## config.mk

```make
export PLATFORM = sky130hd
export DESIGN_NAME = snoop_bus_arbiter
export DESIGN_NICKNAME = d
export VERILOG_FILES = /design/src/rtl/sba_pkg.sv /design/src/rtl/sba_rr_pick.sv /design/src/rtl/sba_ready_gate.sv /design/src/rtl/sba_ctrl.sv /design/src/rtl/snoop_bus_arbiter.sv
export SDC_FILE = /design/constraint.sdc
export NUM_CORES = 1
export LEC_CHECK = 0
export BUFFER_PORTS_ARGS = -buffer_cell sky130_fd_sc_hd__buf_4
export CORE_UTILIZATION = 41
export DETAILED_ROUTE_END_ITERATION = 8
export PLACE_DENSITY_LB_ADDON = 0.1
export REMOVE_ABC_BUFFERS = 1
export SLEW_MARGIN = 15
export SYNTH_ARGS = -nofsm -noshare
export SYNTH_HDL_FRONTEND = slang
export SYNTH_HIERARCHICAL = 1
export SYNTH_SLANG_ARGS = --single-unit
```

## constraint.sdc

```tcl
create_clock -name clk -period 7.9 [get_ports clk]
set_clock_uncertainty 0.15 [all_clocks]
set_input_delay 1.58 -clock clk [delete_from_list [all_inputs] [get_ports clk]]
set_output_delay 1.58 -clock clk [all_outputs]
set_load 0.03 [all_outputs]
```

## src/rtl/sba_pkg.sv

```systemverilog
package sba_pkg;
    typedef enum logic [3:0] {
        ARB_IDLE,
        ARB_HOLD_WAIT,
        ARB_STROBE,
        ARB_GAP,
        ARB_SAMPLE,
        ARB_WBACK,
        ARB_DRAIN,
        ARB_GRANT,
        ARB_RELEASE
    } arb_state_e;
endpackage

```

## src/rtl/sba_rr_pick.sv

```systemverilog
module sba_rr_pick #(
    parameter int NUM_REQ = 3,
    parameter int IDX_W   = 2
) (
    input  logic               clk,
    input  logic               rst_n,
    input  logic [NUM_REQ-1:0] req_i,
    input  logic               load_i,
    output logic [IDX_W-1:0]   win_idx_o,
    output logic               win_any_o
);
    logic [IDX_W-1:0] last_q;

    // Pointer to the last master served; search begins just past it.
    always_ff @(posedge clk) begin
        if (!rst_n)
            last_q <= IDX_W'(NUM_REQ - 1);
        else if (load_i)
            last_q <= win_idx_o;
    end

    always_comb begin
        int cand;
        cand      = 0;
        win_any_o = 1'b0;
        win_idx_o = '0;
        for (int off = 1; off <= NUM_REQ; off++) begin
            cand = int'(last_q) + off;
            if (cand >= NUM_REQ)
                cand = cand - NUM_REQ;
            if (!win_any_o && req_i[cand]) begin
                win_any_o = 1'b1;
                win_idx_o = IDX_W'(cand);
            end
        end
    end
endmodule

```

## src/rtl/sba_ready_gate.sv

```systemverilog
module sba_ready_gate (
    input  logic clk,
    input  logic rst_n,
    input  logic ads_i,
    input  logic wr_i,
    input  logic blast_i,
    input  logic mem_ready_i,
    input  logic cacheable_i,
    input  logic snoop_pending_i,
    output logic brdy_o,
    output logic wb_o,
    output logic burst_end_o
);
    logic in_cycle_q;
    logic cur_wr_q;

    // Track the open processor cycle and its direction.
    always_ff @(posedge clk) begin
        if (!rst_n) begin
            in_cycle_q <= 1'b0;
            cur_wr_q   <= 1'b0;
        end else if (ads_i) begin
            in_cycle_q <= 1'b1;
            cur_wr_q   <= wr_i;
        end else if (burst_end_o) begin
            in_cycle_q <= 1'b0;
        end
    end

    always_comb begin
        brdy_o      = mem_ready_i && in_cycle_q && !snoop_pending_i;
        wb_o        = brdy_o && !cur_wr_q && cacheable_i;
        burst_end_o = brdy_o && blast_i;
    end
endmodule

```

## src/rtl/sba_ctrl.sv

```systemverilog
module sba_ctrl
    import sba_pkg::*;
#(
    parameter int NUM_REQ = 3,
    parameter int IDX_W   = 2
) (
    input  logic               clk,
    input  logic               rst_n,
    input  logic [NUM_REQ-1:0] req_i,
    input  logic [NUM_REQ-1:0] req_wr_i,
    input  logic [IDX_W-1:0]   win_idx_i,
    input  logic               win_any_i,
    input  logic               hlda_i,
    input  logic               hitm_i,
    input  logic               burst_end_i,
    output logic               load_ptr_o,
    output logic [IDX_W-1:0]   sel_idx_o,
    output logic               hold_o,
    output logic               strobe_o,
    output logic               inv_o,
    output logic               pending_o,
    output logic [NUM_REQ-1:0] grant_o
);
    arb_state_e       state_q, state_d;
    logic [IDX_W-1:0] sel_q;
    logic [NUM_REQ-1:0] sel_hot;
    logic             grant_en;
    logic             sel_req;

    for (genvar g = 0; g < NUM_REQ; g++) begin : g_sel
        assign sel_hot[g] = (sel_q == IDX_W'(g));
        assign grant_o[g] = grant_en && sel_hot[g];
    end

    assign sel_req   = |(req_i & sel_hot);
    assign sel_idx_o = sel_q;

    // State register and latched requester index.
    always_ff @(posedge clk) begin
        if (!rst_n) begin
            state_q <= ARB_IDLE;
            sel_q   <= '0;
        end else begin
            state_q <= state_d;
            if (load_ptr_o)
                sel_q <= win_idx_i;
        end
    end

    // Next-state decision.
    always_comb begin
        state_d = state_q;
        unique case (state_q)
            ARB_IDLE:      if (win_any_i) state_d = ARB_HOLD_WAIT;
            ARB_HOLD_WAIT: if (hlda_i) state_d = ARB_STROBE;
            ARB_STROBE:    state_d = ARB_GAP;
            ARB_GAP:       state_d = ARB_SAMPLE;
            ARB_SAMPLE:    state_d = hitm_i ? ARB_WBACK : ARB_GRANT;
            ARB_WBACK:     if (burst_end_i) state_d = ARB_DRAIN;
            ARB_DRAIN:     if (!hitm_i) state_d = ARB_GRANT;
            ARB_GRANT:     if (!sel_req) state_d = ARB_RELEASE;
            ARB_RELEASE:   state_d = ARB_IDLE;
            default:       state_d = ARB_IDLE;
        endcase
    end

    // Outputs decoded from the current state.
    always_comb begin
        load_ptr_o = 1'b0;
        hold_o     = 1'b0;
        strobe_o   = 1'b0;
        inv_o      = 1'b0;
        pending_o  = 1'b0;
        grant_en   = 1'b0;
        unique case (state_q)
            ARB_IDLE:      load_ptr_o = win_any_i;
            ARB_HOLD_WAIT: hold_o = 1'b1;
            ARB_STROBE: begin
                hold_o    = 1'b1;
                strobe_o  = 1'b1;
                inv_o     = |(req_wr_i & sel_hot);
                pending_o = 1'b1;
            end
            ARB_GAP, ARB_SAMPLE: begin
                hold_o    = 1'b1;
                pending_o = 1'b1;
            end
            ARB_WBACK, ARB_DRAIN: hold_o = 1'b1;
            ARB_GRANT: begin
                hold_o   = 1'b1;
                grant_en = 1'b1;
            end
            ARB_RELEASE: hold_o = 1'b0;
            default:     hold_o = 1'b0;
        endcase
    end
endmodule

```

## src/rtl/snoop_bus_arbiter.sv

```systemverilog
module snoop_bus_arbiter #(
    parameter int NUM_REQ = 3,
    parameter int ADDR_W  = 32
) (
    input  logic                      clk,
    input  logic                      rst_n,
    input  logic [NUM_REQ-1:0]        req_i,
    input  logic [NUM_REQ-1:0]        req_wr_i,
    input  logic [NUM_REQ*ADDR_W-1:0] req_addr_i,
    output logic [NUM_REQ-1:0]        grant_o,
    output logic                      cpu_hold_o,
    input  logic                      cpu_hlda_i,
    output logic                      snoop_strobe_o,
    output logic                      snoop_inv_o,
    output logic [ADDR_W-1:0]         snoop_addr_o,
    input  logic                      cpu_hitm_i,
    input  logic                      cpu_ads_i,
    input  logic                      cpu_wr_i,
    input  logic                      cpu_blast_i,
    input  logic                      mem_ready_i,
    input  logic                      mem_cacheable_i,
    output logic                      cpu_brdy_o,
    output logic                      cpu_wb_o
);
    localparam int IDX_W = (NUM_REQ > 1) ? $clog2(NUM_REQ) : 1;

    logic [IDX_W-1:0] win_idx;
    logic             win_any;
    logic             load_ptr;
    logic [IDX_W-1:0] sel_idx;
    logic             pending;
    logic             burst_end;

    sba_rr_pick #(.NUM_REQ(NUM_REQ), .IDX_W(IDX_W)) rr_i (
        .clk       (clk),
        .rst_n     (rst_n),
        .req_i     (req_i),
        .load_i    (load_ptr),
        .win_idx_o (win_idx),
        .win_any_o (win_any)
    );

    sba_ctrl #(.NUM_REQ(NUM_REQ), .IDX_W(IDX_W)) ctrl_i (
        .clk         (clk),
        .rst_n       (rst_n),
        .req_i       (req_i),
        .req_wr_i    (req_wr_i),
        .win_idx_i   (win_idx),
        .win_any_i   (win_any),
        .hlda_i      (cpu_hlda_i),
        .hitm_i      (cpu_hitm_i),
        .burst_end_i (burst_end),
        .load_ptr_o  (load_ptr),
        .sel_idx_o   (sel_idx),
        .hold_o      (cpu_hold_o),
        .strobe_o    (snoop_strobe_o),
        .inv_o       (snoop_inv_o),
        .pending_o   (pending),
        .grant_o     (grant_o)
    );

    sba_ready_gate gate_i (
        .clk             (clk),
        .rst_n           (rst_n),
        .ads_i           (cpu_ads_i),
        .wr_i            (cpu_wr_i),
        .blast_i         (cpu_blast_i),
        .mem_ready_i     (mem_ready_i),
        .cacheable_i     (mem_cacheable_i),
        .snoop_pending_i (pending),
        .brdy_o          (cpu_brdy_o),
        .wb_o            (cpu_wb_o),
        .burst_end_o     (burst_end)
    );

    // Snoop address taken from the latched requester.
    always_comb begin
        snoop_addr_o = '0;
        for (int k = 0; k < NUM_REQ; k++) begin
            if (sel_idx == IDX_W'(k))
                snoop_addr_o = req_addr_i[k*ADDR_W +: ADDR_W];
        end
    end
endmodule

```

==> results.py <==
metrics = {
    "worst_hold_path": {
        "min_to": "gate_i/in_cycle_q",
        "min_path_type": "reg2reg",
        "min_from": "gate_i/in_cycle_q",
        "min_path_cells": 2,
    },
    "power": {
        "p_total_mw": 0.988,
        "p_leak_nw": 1.21,
        "p_per_area_nw_per_um2": 361,
        "peakVddDrop_uv": 188,
    },
    "critical_path": {
        "cp-end-kind": "output pin",
        "reg2reg_from": "rr_i/last_q[0]",
        "critPathMaxFanout": 1,
        "rr_endpoint": "ctrl_i/state_q[1]",
        "r2r_cells": 9,
        "critical_path_required_ns": 6.17,
        "worst_setup_path_start_kind": "input pin",
        "arrival_ns": 2.23,
        "rrSetupSlack_ns": 4.85,
        "crit_type": "in2out",
    },
    "final_layout": {
        "final_cell_mix": "buf_4, mux2i_1, o2bb2ai_1",
        "diodes": 0,
        "syn2layout_area_growth_pct": 65.6,
        "nets": 442,
        "final_cells": 374,
        "final_core_util": 0.726,
        "fillers": 327,
        "drive_above_1_share": 0.525,
        "final_common_cell": "buf_4",
    },
    "yosys": {
        "synthArstFlopShare": 0,
        "syn_avg_cell_area_um2": 8.70,
        "ys_types": 45,
        "synthFlopType": "dfxtp_1",
        "ys_seq_elements": 10,
        "yosysWarnings": 6,
        "synth-edff-count": 0,
        "ys_seq_area_frac": 0.121,
        "syn-cell-area_um2": 1650,
        "netlist_instances": 190,
    },
    "sta": {
        "tns_ns": 0,
        "hold_viol_final": 0,
        "timing.final.crit_period_ns": 3.96,
        "max_freq_mhz": 252,
        "fin_crit_sh": 0.501,
        "max_slew_margin": 0.235,
        "report.final.setup_viol": 0,
        "rsz0062_at_grt": "false",
        "slew_violations": 0,
        "tightest_slew_ns": 1.15,
    },
    "global_routing": {
        "grt_max_degree": 42,
        "grt_overflow": 0,
        "grtUsageTotal": 0.260,
        "grt_pass1_vias": 1896,
        "antenna_found_initial": 0,
        "grt_pass1_wl_mm": 8.63,
    },
    "routing": {
        "drc": 0,
        "first_iter_violations": 127,
        "via_per_inst": 5.39,
        "route.vias.total": 2017,
        "post_drt_wl_per_cell_um": 15.3,
        "first_pass_iters": 4,
        "detail-route-antenna-nets": 0,
        "wl_mm": 5.72,
    },
    "placement": {
        "port-buffer-count": 150,
        "gp_congestion": 0.778,
        "hpwlAfterDp_mm": 4.63,
        "post-place-cells": 371,
    },
    "clocking": {
        "clk_path_buf_depth": 2,
        "ctsResizeCount": 0,
        "numCtsBuffers": 3,
        "hold_buffers": 0,
        "post_cts_buffers": 0,
        "h-tree-depth": 1,
        "cts_tree": "built",
        "cts.clk_slew.worst_paths_ns": 0.04,
        "insertion_delay_ns": 0.23,
        "clock-sinks": 10,
        "cts-root-buf": "clkbuf_8",
    },
    "die": {
        "pin_count": 151,
        "die_x_um": 65.5,
        "die_area_um2": 4290,
        "coreArea_um2": 3770,
        "core.rowCount": 22,
        "initial_core_util": 0.438,
        "die_h_um": 65.5,
    },
    "job": {
        "cap_viol_max_count": 0,
    },
    "run_status": {
        "status": "finished clean",
    },
}
[report_power, final]
| part | internal, mW | total, mW | leakage [nW] | switching [mW] |
|---|---|---|---|---|
| registers | 0.0666 | 0.131 | 0.0826 | 0.0642 |
| logic | 0.337 | 0.806 | 1.11 | 0.469 |
| clock network | 0.0332 | 0.0508 | 0.0216 | 0.0177 |
[cells by family after synthesis]
kind of cell | Yosys count | synth area share
flops | 10 | 0.121
compound gates | 60 | 0.324
xor+xnor | 1 | 0.00530
mux | 37 | 0.224
simple gates | 53 | 0.192
fa+ha+maj | 3 | 0.0227
buf+inv | 26 | 0.111
[routing by layer]
metal	vias to the layer above	track usage	share of wire
li1	1009	-	-
met1	913	0.310	0.41
met2	89	0.448	0.49
met3	6	0.0955	0.091
met4	0	0.0408	0.0093
met5	-	0	0
[through the flow]
step	setup slack, ns	hold WS, ns	cell area (um^2)
after floorplan	3.90	0.324	1500
after global placement	3.94	0.347	2700
after detailed placement	3.94	0.360	2700
after CTS	3.93	0.370	2740
after global routing	3.86	0.382	2740
final	3.94	0.370	2740
[registers in the layout, indices dropped and copies added (netlist names)]
| name | flops |
|---|---|
| gate_i/cur_wr_q | 1 |
| ctrl_i/state_q | 4 |
| rr_i/last_q | 2 |
| gate_i/in_cycle_q | 1 |
| ctrl_i/sel_idx_o | 2 |
[critical path, stage by stage]
cell,delay [ns]
buf_4,0.11
mux2i_1,0.11
o21ai_0,0.08
and2_1,0.20
buf_4,0.16
[Yosys cell counts (2+ instances only)]
cell       instances  area [um^2]
nand2_1            9         33.8
inv_1              8         30.0
dfxtp_1           10          200
nand4b_1           2         17.5
nand3_1            6         30.0
o221ai_1           2         17.5
a21oi_1            7         35.0
nor2_1             7         26.3
nor4_1             2         12.5
ha_1               3         37.5
clkbuf_1           4         15.0
buf_6             10          113
o2bb2ai_2         10          150
mux2i_1           37          370
and3_1             2         12.5
a31oi_1            2         12.5
o2bb2ai_1         22          193
buf_4              2         15.0
nor2b_1            5         31.3
nor3b_1            5         37.5
o21ai_1            4         20.0
o21ai_0            3         15.0
nor3_1             3         15.0
nand4_1            2         12.5
nand2b_1           2         12.5
buf_2              2         10.0
[layout make-up]
class / instances / area, um^2 / area share
well taps: 48 / 60.1 / 0.0219
clock buffers: 3 / 41.3 / 0.0151
repair buffers: 151 / 1130 / 0.414
multi-input cells: 154 / 1270 / 0.464
flip-flops and latches: 10 / 201 / 0.0736
inverters: 8 / 30.0 / 0.0110
[how the worst max path moves through the flow]
| stage | from | to | slack, ns |
|---|---|---|---|
| final | req_wr_i[2] | snoop_inv_o | 3.94 |
| after detailed placement | req_wr_i[2] | snoop_inv_o | 3.94 |
| after floorplan | mem_ready_i | cpu_wb_o | 3.90 |
| after CTS | req_wr_i[2] | snoop_inv_o | 3.93 |
| after global placement | req_wr_i[2] | snoop_inv_o | 3.94 |
| after global routing | req_wr_i[2] | snoop_inv_o | 3.86 |
Power figures use the tool's default switching activity.
